[config.mk]
export PLATFORM = sky130hd
export DESIGN_NAME = pio_seq
export DESIGN_NICKNAME = d
export VERILOG_FILES = /design/src/rtl/pio_seq_pkg.sv /design/src/rtl/pio_phase_timer.sv /design/src/rtl/pio_wr_lane.sv /design/src/rtl/pio_rd_path.sv /design/src/rtl/pio_seq.sv
export SDC_FILE = /design/constraint.sdc
export NUM_CORES = 1
export LEC_CHECK = 0
export ABC_AREA = 1
export BUFFER_PORTS_ARGS = -buffer_cell sky130_fd_sc_hd__buf_2
export CORE_ASPECT_RATIO = 1.75
export CORE_UTILIZATION = 41
export CTS_BUF_LIST = sky130_fd_sc_hd__clkbuf_16
export DETAILED_ROUTE_END_ITERATION = 10
export PLACE_DENSITY = 0.66
export SLEW_MARGIN = 20
export SYNTH_ARGS = -nofsm -noshare
export SYNTH_HDL_FRONTEND = slang
export SYNTH_SLANG_ARGS = --single-unit
[constraint.sdc]
create_clock -name clk_i -period 3.01 [get_ports clk_i]
set_clock_uncertainty 0.2 [all_clocks]
set_input_delay 0.301 -clock clk_i [delete_from_list [all_inputs] [get_ports clk_i]]
set_output_delay 0.301 -clock clk_i [all_outputs]
set_load 0.005 [all_outputs]
[src/rtl/pio_seq_pkg.sv]
package pio_seq_pkg;
  localparam int BYTE_W  = 8;
  localparam int LANES   = 2;
  localparam int DATA_W  = BYTE_W * LANES;
  localparam int SETUP_W = 3;
  localparam int RSTB_W  = 4;
  localparam int WSTB_W  = 3;
  localparam int RCV_W   = 2;
  localparam int CNT_W   = RSTB_W;

  typedef struct packed {
    logic              par_en;
    logic              swap;
    logic              half;
    logic [RCV_W-1:0]  rcv;
    logic [WSTB_W-1:0] wstb;
    logic [RSTB_W-1:0] rstb;
    logic [SETUP_W-1:0] setup;
  } cfg_t;

  localparam int CFG_W = $bits(cfg_t);

  typedef enum logic [1:0] {PH_IDLE, PH_SETUP, PH_STROBE, PH_RECOV} phase_e;

  function automatic logic [DATA_W-1:0] lane_xchg(input logic [DATA_W-1:0] d,
                                                   input logic en);
    logic [DATA_W-1:0] r;
    r = d;
    if (en)
      for (int i = 0; i < LANES; i++)
        r[i*BYTE_W +: BYTE_W] = d[(LANES-1-i)*BYTE_W +: BYTE_W];
    return r;
  endfunction
endpackage

[src/rtl/pio_phase_timer.sv]
module pio_phase_timer
  import pio_seq_pkg::*;
#(
  parameter int CW = CNT_W
) (
  input  logic          clk_i,
  input  logic          rst_ni,
  input  logic          start_i,
  input  logic [CW-1:0] setup_len_i,
  input  logic [CW-1:0] strobe_len_i,
  input  logic [CW-1:0] recov_len_i,
  output phase_e        phase_o,
  output logic          last_o
);
  phase_e        phase_q;
  logic [CW-1:0] cnt_q;
  logic [CW-1:0] cur_len;

  always_comb begin
    case (phase_q)
      PH_SETUP:  cur_len = setup_len_i;
      PH_STROBE: cur_len = strobe_len_i;
      PH_RECOV:  cur_len = recov_len_i;
      default:   cur_len = '0;
    endcase
  end

  // zero-length field still occupies one cycle
  assign last_o  = (phase_q != PH_IDLE) &&
                   ({1'b0, cnt_q} + (CW+1)'(1) >= {1'b0, cur_len});
  assign phase_o = phase_q;

  always_ff @(posedge clk_i or negedge rst_ni) begin
    if (!rst_ni) begin
      phase_q <= PH_IDLE;
      cnt_q   <= '0;
    end else begin
      case (phase_q)
        PH_IDLE: begin
          cnt_q <= '0;
          if (start_i) phase_q <= PH_SETUP;
        end
        PH_SETUP: begin
          cnt_q <= last_o ? '0 : cnt_q + CW'(1);
          if (last_o) phase_q <= PH_STROBE;
        end
        PH_STROBE: begin
          cnt_q <= last_o ? '0 : cnt_q + CW'(1);
          if (last_o) phase_q <= PH_RECOV;
        end
        default: begin
          cnt_q <= last_o ? '0 : cnt_q + CW'(1);
          if (last_o) phase_q <= PH_IDLE;
        end
      endcase
    end
  end

  p_recov_exit_r5: assert property (@(posedge clk_i) disable iff (!rst_ni)
    (phase_q == PH_RECOV && last_o) |=> phase_q == PH_IDLE);
  p_idle_hold_r6: assert property (@(posedge clk_i) disable iff (!rst_ni)
    (phase_q == PH_IDLE && !start_i) |=> phase_q == PH_IDLE);
  p_setup_first_r2: assert property (@(posedge clk_i) disable iff (!rst_ni)
    (phase_q == PH_IDLE && start_i) |=> phase_q == PH_SETUP);
endmodule

[src/rtl/pio_wr_lane.sv]
module pio_wr_lane
  import pio_seq_pkg::*;
(
  input  logic [DATA_W-1:0] wdata_i,
  input  logic              half_i,
  input  logic              swap_i,
  output logic [DATA_W-1:0] bus_o,
  output logic [LANES-1:0]  par_o
);
  logic [DATA_W-1:0] sized;

  always_comb begin
    sized = half_i ? wdata_i : {{(DATA_W-BYTE_W){1'b0}}, wdata_i[BYTE_W-1:0]};
    bus_o = lane_xchg(sized, swap_i);
  end

  for (genvar g = 0; g < LANES; g++) begin : g_par
    assign par_o[g] = ^bus_o[g*BYTE_W +: BYTE_W];
  end
endmodule

[src/rtl/pio_rd_path.sv]
module pio_rd_path
  import pio_seq_pkg::*;
(
  input  logic              clk_i,
  input  logic              rst_ni,
  input  logic              clr_i,
  input  logic              cap_i,
  input  logic [DATA_W-1:0] pd_i,
  input  logic [LANES-1:0]  pp_i,
  input  logic              half_i,
  input  logic              swap_i,
  input  logic              par_en_i,
  output logic [DATA_W-1:0] rdata_o,
  output logic              perr_o
);
  logic [DATA_W-1:0] xd;
  logic [LANES-1:0]  active, bad;

  assign xd = lane_xchg(pd_i, swap_i);

  for (genvar g = 0; g < LANES; g++) begin : g_chk
    // byte mode lands on lane 0, or the top lane when swapped
    assign active[g] = half_i || (g == (swap_i ? LANES-1 : 0));
    assign bad[g]    = active[g] && (pp_i[g] != ^pd_i[g*BYTE_W +: BYTE_W]);
  end

  always_ff @(posedge clk_i or negedge rst_ni) begin
    if (!rst_ni) begin
      rdata_o <= '0;
      perr_o  <= 1'b0;
    end else if (clr_i) begin
      perr_o  <= 1'b0;
    end else if (cap_i) begin
      rdata_o <= half_i ? xd : {{(DATA_W-BYTE_W){1'b0}}, xd[BYTE_W-1:0]};
      perr_o  <= par_en_i && (|bad);
    end
  end

  p_err_needs_en_r10: assert property (@(posedge clk_i) disable iff (!rst_ni)
    $rose(perr_o) |-> $past(par_en_i && cap_i));
endmodule

[src/rtl/pio_seq.sv]
module pio_seq
  import pio_seq_pkg::*;
#(
  parameter int ADDR_W = 8
) (
  input  logic              clk_i,
  input  logic              rst_ni,
  input  logic [CFG_W-1:0]  cfg_i,
  input  logic              req_i,
  input  logic              we_i,
  input  logic [ADDR_W-1:0] addr_i,
  input  logic [DATA_W-1:0] wdata_i,
  output logic              ack_o,
  output logic [DATA_W-1:0] rdata_o,
  output logic              perr_o,
  output logic              irq_o,
  output logic              cs_o,
  output logic              rd_o,
  output logic              wr_o,
  output logic [ADDR_W-1:0] pa_o,
  output logic [DATA_W-1:0] pd_o,
  output logic              pd_oe_o,
  output logic [LANES-1:0]  pp_o,
  input  logic [DATA_W-1:0] pd_i,
  input  logic [LANES-1:0]  pp_i
);
  cfg_t              cfg_q;
  logic              we_q;
  logic [ADDR_W-1:0] addr_q;
  logic [DATA_W-1:0] wdata_q;
  phase_e            phase;
  logic              last, start;

  assign start = req_i && (phase == PH_IDLE);

  always_ff @(posedge clk_i or negedge rst_ni) begin
    if (!rst_ni) begin
      cfg_q   <= '0;
      we_q    <= 1'b0;
      addr_q  <= '0;
      wdata_q <= '0;
    end else if (start) begin
      cfg_q   <= cfg_t'(cfg_i);
      we_q    <= we_i;
      addr_q  <= addr_i;
      wdata_q <= wdata_i;
    end
  end

  pio_phase_timer #(.CW(CNT_W)) u_timer (
    .clk_i       (clk_i),
    .rst_ni      (rst_ni),
    .start_i     (start),
    .setup_len_i (CNT_W'(cfg_q.setup)),
    .strobe_len_i(we_q ? CNT_W'(cfg_q.wstb) : CNT_W'(cfg_q.rstb)),
    .recov_len_i (CNT_W'(cfg_q.rcv)),
    .phase_o     (phase),
    .last_o      (last)
  );

  pio_wr_lane u_wr (
    .wdata_i(wdata_q),
    .half_i (cfg_q.half),
    .swap_i (cfg_q.swap),
    .bus_o  (pd_o),
    .par_o  (pp_o)
  );

  pio_rd_path u_rd (
    .clk_i   (clk_i),
    .rst_ni  (rst_ni),
    .clr_i   (start),
    .cap_i   (phase == PH_STROBE && last && !we_q),
    .pd_i    (pd_i),
    .pp_i    (pp_i),
    .half_i  (cfg_q.half),
    .swap_i  (cfg_q.swap),
    .par_en_i(cfg_q.par_en),
    .rdata_o (rdata_o),
    .perr_o  (perr_o)
  );

  assign cs_o    = (phase != PH_IDLE);
  assign rd_o    = (phase == PH_STROBE) && !we_q;
  assign wr_o    = (phase == PH_STROBE) && we_q;
  assign pd_oe_o = cs_o && we_q;
  assign pa_o    = addr_q;
  assign ack_o   = (phase == PH_RECOV) && last;
  assign irq_o   = ack_o && perr_o;

  p_strobe_excl_r11: assert property (@(posedge clk_i) disable iff (!rst_ni)
    !(rd_o && wr_o));
  p_strobe_in_cs_r11: assert property (@(posedge clk_i) disable iff (!rst_ni)
    (rd_o || wr_o) |-> cs_o);
  p_addr_hold_r11: assert property (@(posedge clk_i) disable iff (!rst_ni)
    (cs_o && $past(cs_o)) |-> $stable(pa_o));
  p_ack_pulse_r5: assert property (@(posedge clk_i) disable iff (!rst_ni)
    ack_o |=> !ack_o && !cs_o);
  p_min_len_r3: assert property (@(posedge clk_i) disable iff (!rst_ni)
    ack_o |-> (cs_o && $past(cs_o) && $past(cs_o, 2)));
  p_wr_oe_r9: assert property (@(posedge clk_i) disable iff (!rst_ni)
    wr_o |-> pd_oe_o);
  p_wr_no_err_r10: assert property (@(posedge clk_i) disable iff (!rst_ni)
    (ack_o && pd_oe_o) |-> !perr_o);
endmodule

==> results of run 1 <==
[power by group through the flow]
stage	clock network (mW)	registers [mW]	logic, mW
final	0.882	1.54	3.03
after global routing	0.942	1.60	3.36
after CTS	0.903	1.53	2.81
after detailed placement	0	1.55	2.74
after global placement	0	1.53	2.69
after floorplan	0	1.48	1.92
[state kept, by name, indices dropped and copies added, names as in the netlist]
signal	count
wdata_q	16
cfg_q	15
u_timer.cnt_q	4
we_q	1
pa_o	8
u_rd.perr_o	1
u_timer.phase_o	2
u_rd.rdata_o	16
[stage by stage]
step | setup WS (ns) | cells | total power, mW | setup TNS, ns
after floorplan | 0.4155 | 430 | 3.402 | 0
after global placement | 0.3074 | 647 | 4.215 | 0
after detailed placement | 0.2374 | 647 | 4.289 | 0
after CTS | 0.02230 | 666 | 5.249 | 0
after global routing | -0.07613 | 672 | 5.907 | -0.2407
final | 0.07609 | 672 | 5.449 | 0
[per-layer routing]
metal  up-vias  track usage
met2        70       0.3764
met4         0      0.08766
met1      1525       0.2118
li1       1619            -
met3        20      0.03813
met5         -            0
[critical path: stages, from the launching register on]
cell     delay (ns)
dfrtp_2        0.45
ha_4           0.19
inv_2          0.05
nor2_2         0.03
buf_4          0.15
nand2_2        0.06
a41o_1         0.15
inv_1          0.05
ha_1           0.27
nand2_1        0.05
inv_1          0.05
nand4_1        0.10
nand4_2        0.14
nand2_4        0.09
nor3b_2        0.17
buf_2          0.13
[what timing repair did]
item,in CTS,in global routing
gates resized for setup,2,19
cloned,0,0
hold buffers,1,0
endpoints found under the hold margin,63,0
setup buffers,2,6
endpoints found under the setup margin,2,2
pin swaps,1,8
[cell usage after synthesis, types with 2 or more instances]
cell type,count
nand2_1,155
dfrtp_1,63
inv_1,38
mux2_2,36
o21ai_0,21
nor2_1,17
nand3_1,13
o21ai_2,13
a21oi_1,11
ha_1,11
xor2_1,11
buf_2,6
xnor2_1,6
buf_4,4
clkbuf_1,3
o21ai_1,3
a41o_1,2
nand3b_1,2
nand4_1,2
nor3_1,2
[final cells by class]
cell class / instances / area, sq um
clock buffers: 9 / 225.2
multi-input cells: 312 / 1896
fillers: 842 / 3980
flip-flops and latches: 63 / 1578
inverters: 40 / 152.6
well taps: 117 / 146.4
clock inverters: 7 / 32.53
repair buffers: 124 / 660.6
[cells by family (layout without fill, tap and decap cells)]
family | Yosys count | after routing | share of synthesized area
buffers and inverters | 55 | 180 | 0.06870
XOR/XNOR | 18 | 18 | 0.04535
AO/OA/AOI/OAI | 51 | 51 | 0.08691
multiplexers | 36 | 36 | 0.1113
adder cells (fa/ha/maj) | 11 | 11 | 0.03779
flip-flops | 63 | 63 | 0.4328
AND/OR/NAND/NOR | 196 | 196 | 0.2171
[how the worst min path moves through the flow]
| stage | from | to | slack [ns] |
|---|---|---|---|
| 2_1_floorplan | rst_ni | cfg_q[0] | -0.19 |
| 3_3_place_gp | u_rd.rdata_o[11] | u_rd.rdata_o[11] | 0.26 |
| 3_5_place_dp | u_rd.rdata_o[12] | u_rd.rdata_o[12] | 0.26 |
| 4_1_cts | cfg_i[8] | cfg_q[8] | 0.00006 |
| 5_1_grt | wdata_i[3] | wdata_q[3] | 0.004 |
| 6_report | addr_i[7] | pa_o[7] | 0.009 |
==> flow_summary.ini, run 1 <==
[status]
status = completed

[synthesis]
netlist-cell-type-count = 31
synth_nets = 502
synth_seq_cells = 63
synthFlopType = dfrtp_1
synth-async-reset-ratio = 1.000
syn_area_sq_mm = 0.003642
ys_seq_area_frac = 0.4328
synth_top_cells_by_area = dfrtp_1, nand2_1, mux2_2, inv_1, ha_1
netlist_instances = 430
synth_top_area_cell = dfrtp_1
synth-edff-count = 0
syn_avg_cell_area_sq_um = 8.470
synth_top_area_share = 0.4328
yosys_warnings = 0

[layout]
layout_commonest_cell = nand2_1
syn2layout_area_growth_pct = 28.79
nNetsFinal = 622
finish.instance_area_sq_mm = 0.004691
n_antenna_cell = 0
final_core_util = 0.5410
final_cell_mix = nand2_1, buf_2, dfrtp_1, inv_1, mux2_2
drive_above_1_share = 0.3748

[global_route]
grt_pass1_wl_microns = 14050
overflow = 0
grt_use_total = 0.2018
grt_pass1_vias = 3088
antenna_found_initial = 0
grt_max_degree = 64

[pwr]
ir_drop_v = 0.0005818
p_per_area_mw_per_mm2 = 1162
p_leak_nw = 2.511
intPower_mw = 3.218
power_frac_seq = 0.283
power.share.clock = 0.162
comb_power_share = 0.555
swShare = 0.4094
p_switching_mw = 2.231

[worst_setup_path]
cp.required_ns = 2.51
r2r_end = u_rd.rdata_o[14]
r2r_setup_slack_ns = 0.14
crit_path_end = irq_o
worstPathMaxFanout = 5
r2r_start = u_timer.phase_o[0]
endpoint_kind = primary output
critPathLaunchType = register
reg2reg_depth = 19
crit_type = reg -> out
cp_data_arrival_time_ns = 2.43
crit_start = u_timer.phase_o[1]

[placed_design]
portBuffers = 109
gp_congestion = 0.9423
hpwl_microns = 6791
place_area_sq_mm = 0.004284

[clock_tree]
cts.sinks = 63
numCtsBuffers = 9
clockRootBuffer = clkbuf_16
clock_path_buffers = 2
cts_max_level = 3
clk_pin_slew_ns = 0.05
cts_tree = built
insertion_delay_ns = 0.32

[floorplanning]
rows = 45
chipWidth_microns = 73.25
start_util = 0.4201
die_h_microns = 126.7
core_area_sq_mm = 0.008671
ioPinCount = 110
fp.dieArea_sq_mm = 0.009280

[drt]
routed.top_layer = met4
drc = 0
wl_per_cell_microns = 13.49
wirelength_microns = 9065
drtIter0Drc = 108
first_pass_iters = 4
vias = 3234
met3_length_microns = 300
wl_met2_microns = 5102
viasPerCell = 4.813
wl_met1_microns = 3412
drtAntennaViolNets = 0

[sta]
period_needed_ns = 2.934
worstMarginPinSlew_ns = 0.7927
whs_ns = 0.008777
rsz0062_at_grt = true
slew_viol_final = 0
setup_violations = 0
slew_headroom = 0.4716
hold_violations = 0
max_freq_ghz = 0.3408
fin_crit_sh = 0.9747

[worst_hold_path]
hold_depth = 2
holdCritPathClass = in -> reg

[job]
cap_violations = 0
Note: power is estimated with default switching activity, not from simulation.
==> run 2: changes to the inputs <==
- CELL_PAD_IN_SITES_DETAIL_PLACEMENT: not set -> 1
- CELL_PAD_IN_SITES_GLOBAL_PLACEMENT: not set -> 2
- CORE_UTILIZATION: 41 -> 30
- PLACE_DENSITY: 0.66 -> not set
- PLACE_DENSITY_LB_ADDON: not set -> 0.1
==> flow_summary.ini, run 2 (same netlist as run 1, synthesis figures left out) <==
[layout]
syn2layout_area_growth_pct = 31.26
n_antenna_cell = 0
reg_top3 = u_rd.rdata_o x16, wdata_q x16, cfg_q x15
layout_commonest_cell = nand2_1
drive_above_1_share = 0.3636
nNetsFinal = 628
final_cell_mix = nand2_1, buf_2, dfrtp_1, inv_1, mux2_2

[sta]
fin_tns_setup_ns = 0
setup_slack_ns = 0.1131
fin_crit_sh = 0.9624
period_needed_ns = 2.897
setup_violations = 0
slew_headroom = 0.5908
worstMarginPinSlew_ns = 0.6138
slew_viol_final = 0
max_freq_ghz = 0.3452
rsz0062_at_grt = true
hold_violations = 0

[pwr]
intPower_mw = 3.180
power.share.clock = 0.164
power_frac_seq = 0.282
ir_drop_v = 0.0004458
swShare = 0.4198
p_switching_mw = 2.300
p_per_area_mw_per_mm2 = 1146
comb_power_share = 0.554
p_leak_nw = 2.535

[job]
cap_violations = 0

[floorplanning]
die_h_microns = 147.8
rows = 52
ioPinCount = 110
chipWidth_microns = 85.29
fp.dieArea_sq_mm = 0.01260
start_util = 0.3110
core_area_sq_mm = 0.01171

[drt]
drc = 0
first_pass_iters = 4
viasPerCell = 4.799
drtAntennaViolNets = 0
wl_per_cell_microns = 15.08
vias = 3340
wirelength_microns = 10500
drtIter0Drc = 101

[placed_design]
post-place-ws_ns = 0.1744
portBuffers = 109
gp_congestion = 0.7857
hpwl_microns = 8106

[worst_setup_path]
r2r_end = u_rd.rdata_o[13]
crit_type = reg -> out
crit_start = u_timer.phase_o[0]
worstPathMaxFanout = 5
endpoint_kind = primary output
cp_data_arrival_time_ns = 2.40
reg2reg_depth = 16
cp.required_ns = 2.51
critPathLaunchType = register
r2r_setup_slack_ns = 0.22
r2r_start = u_timer.phase_o[0]

[status]
status = completed

[clock_tree]
cts_max_level = 3
numCtsBuffers = 9
clockRootBuffer = clkbuf_16
insertion_delay_ns = 0.32
clock_path_buffers = 2
cts.sinks = 63
clk_pin_slew_ns = 0.05
cts_tree = built

[global_route]
antenna_found_initial = 0
grt_use_total = 0.1749
grt_pass1_wl_microns = 17170
overflow = 0
grt_max_degree = 47
grt_pass1_vias = 3581

[worst_hold_path]
holdCritStartpoint = cfg_i[3]
holdPathEnd = cfg_q[3]
holdCritPathClass = in -> reg
hold_depth = 2
-- run 2: cell types whose count changed in the layout (fill, tap and decap cells not counted), sizes merged --
cell         before  now
dlygate4sd3       1    7
-- run 2: per-stage QoR --
stage                     hold slack [ns]  area, sq um  total power [mW]    util  std cells
after CTS                       0.0002347         4677             5.442  0.3994        693
after global routing             0.004277         4781             6.000  0.4082        696
after floorplan                   -0.1946         3642             3.402       -        430
after detailed placement           0.1561         4322             4.439  0.3690        667
final                            0.007668         4781             5.480  0.4082        696
after global placement             0.1552         4322             4.355  0.3690        667
-- run 2: worst max-delay path by stage --
stage	to	slack [ns]
floorplan	irq_o	0.42
global placement	irq_o	0.26
detailed placement	irq_o	0.17
CTS	irq_o	0.009
global route	irq_o	-0.05
finish	irq_o	0.11
-- run 2: area by class of cell --
| class | count | area, sq um |
|---|---|---|
| Clock buffer | 9 | 225.2 |
| Clock inverter | 7 | 32.53 |
| Fill cell | 1456 | 6930 |
| Inverter | 40 | 157.7 |
| Multi-Input combinational cell | 312 | 1898 |
| Sequential cell | 63 | 1578 |
| Tap cell | 135 | 168.9 |
| Timing Repair Buffer | 130 | 720.7 |
-- run 2: critical path, cell delays in order (launching register included) --
cell and delay, ns:
dfrtp_1 0.41, inv_4 0.12, ha_4 0.14, nand2_1 0.06, inv_2 0.07, nand2_1 0.06, a41o_1 0.25, ha_4 0.28
nand2_1 0.04, inv_1 0.05, nand4_1 0.10, nand4_2 0.15, nand2_4 0.07, nor3b_2 0.15, buf_2 0.13
-- run 2: repair_timing --
item	CTS	global route
resized for setup	5	16
hold buffers	7	0
setup endpoints to repair	2	18
pin swaps	1	3
setup buffers	3	3
hold endpoints to repair	30	0
-- run 2: routing by layer --
metal,vias to the layer above,GRT usage,routed length (microns)
li1,1629,-,-
met1,1626,0.1858,3943
met2,73,0.3395,5960
met3,12,0.03406,411
met4,0,0.05500,182
met5,-,0,0
-- run 2: power groups by stage --
stage | Combinational [mW] | Clock (mW) | Sequential, mW
after floorplan | 1.92 | 0 | 1.48
after global routing | 3.43 | 0.970 | 1.60
after global placement | 2.81 | 0 | 1.54
final | 3.04 | 0.900 | 1.54
after detailed placement | 2.88 | 0 | 1.56
after CTS | 2.96 | 0.935 | 1.55
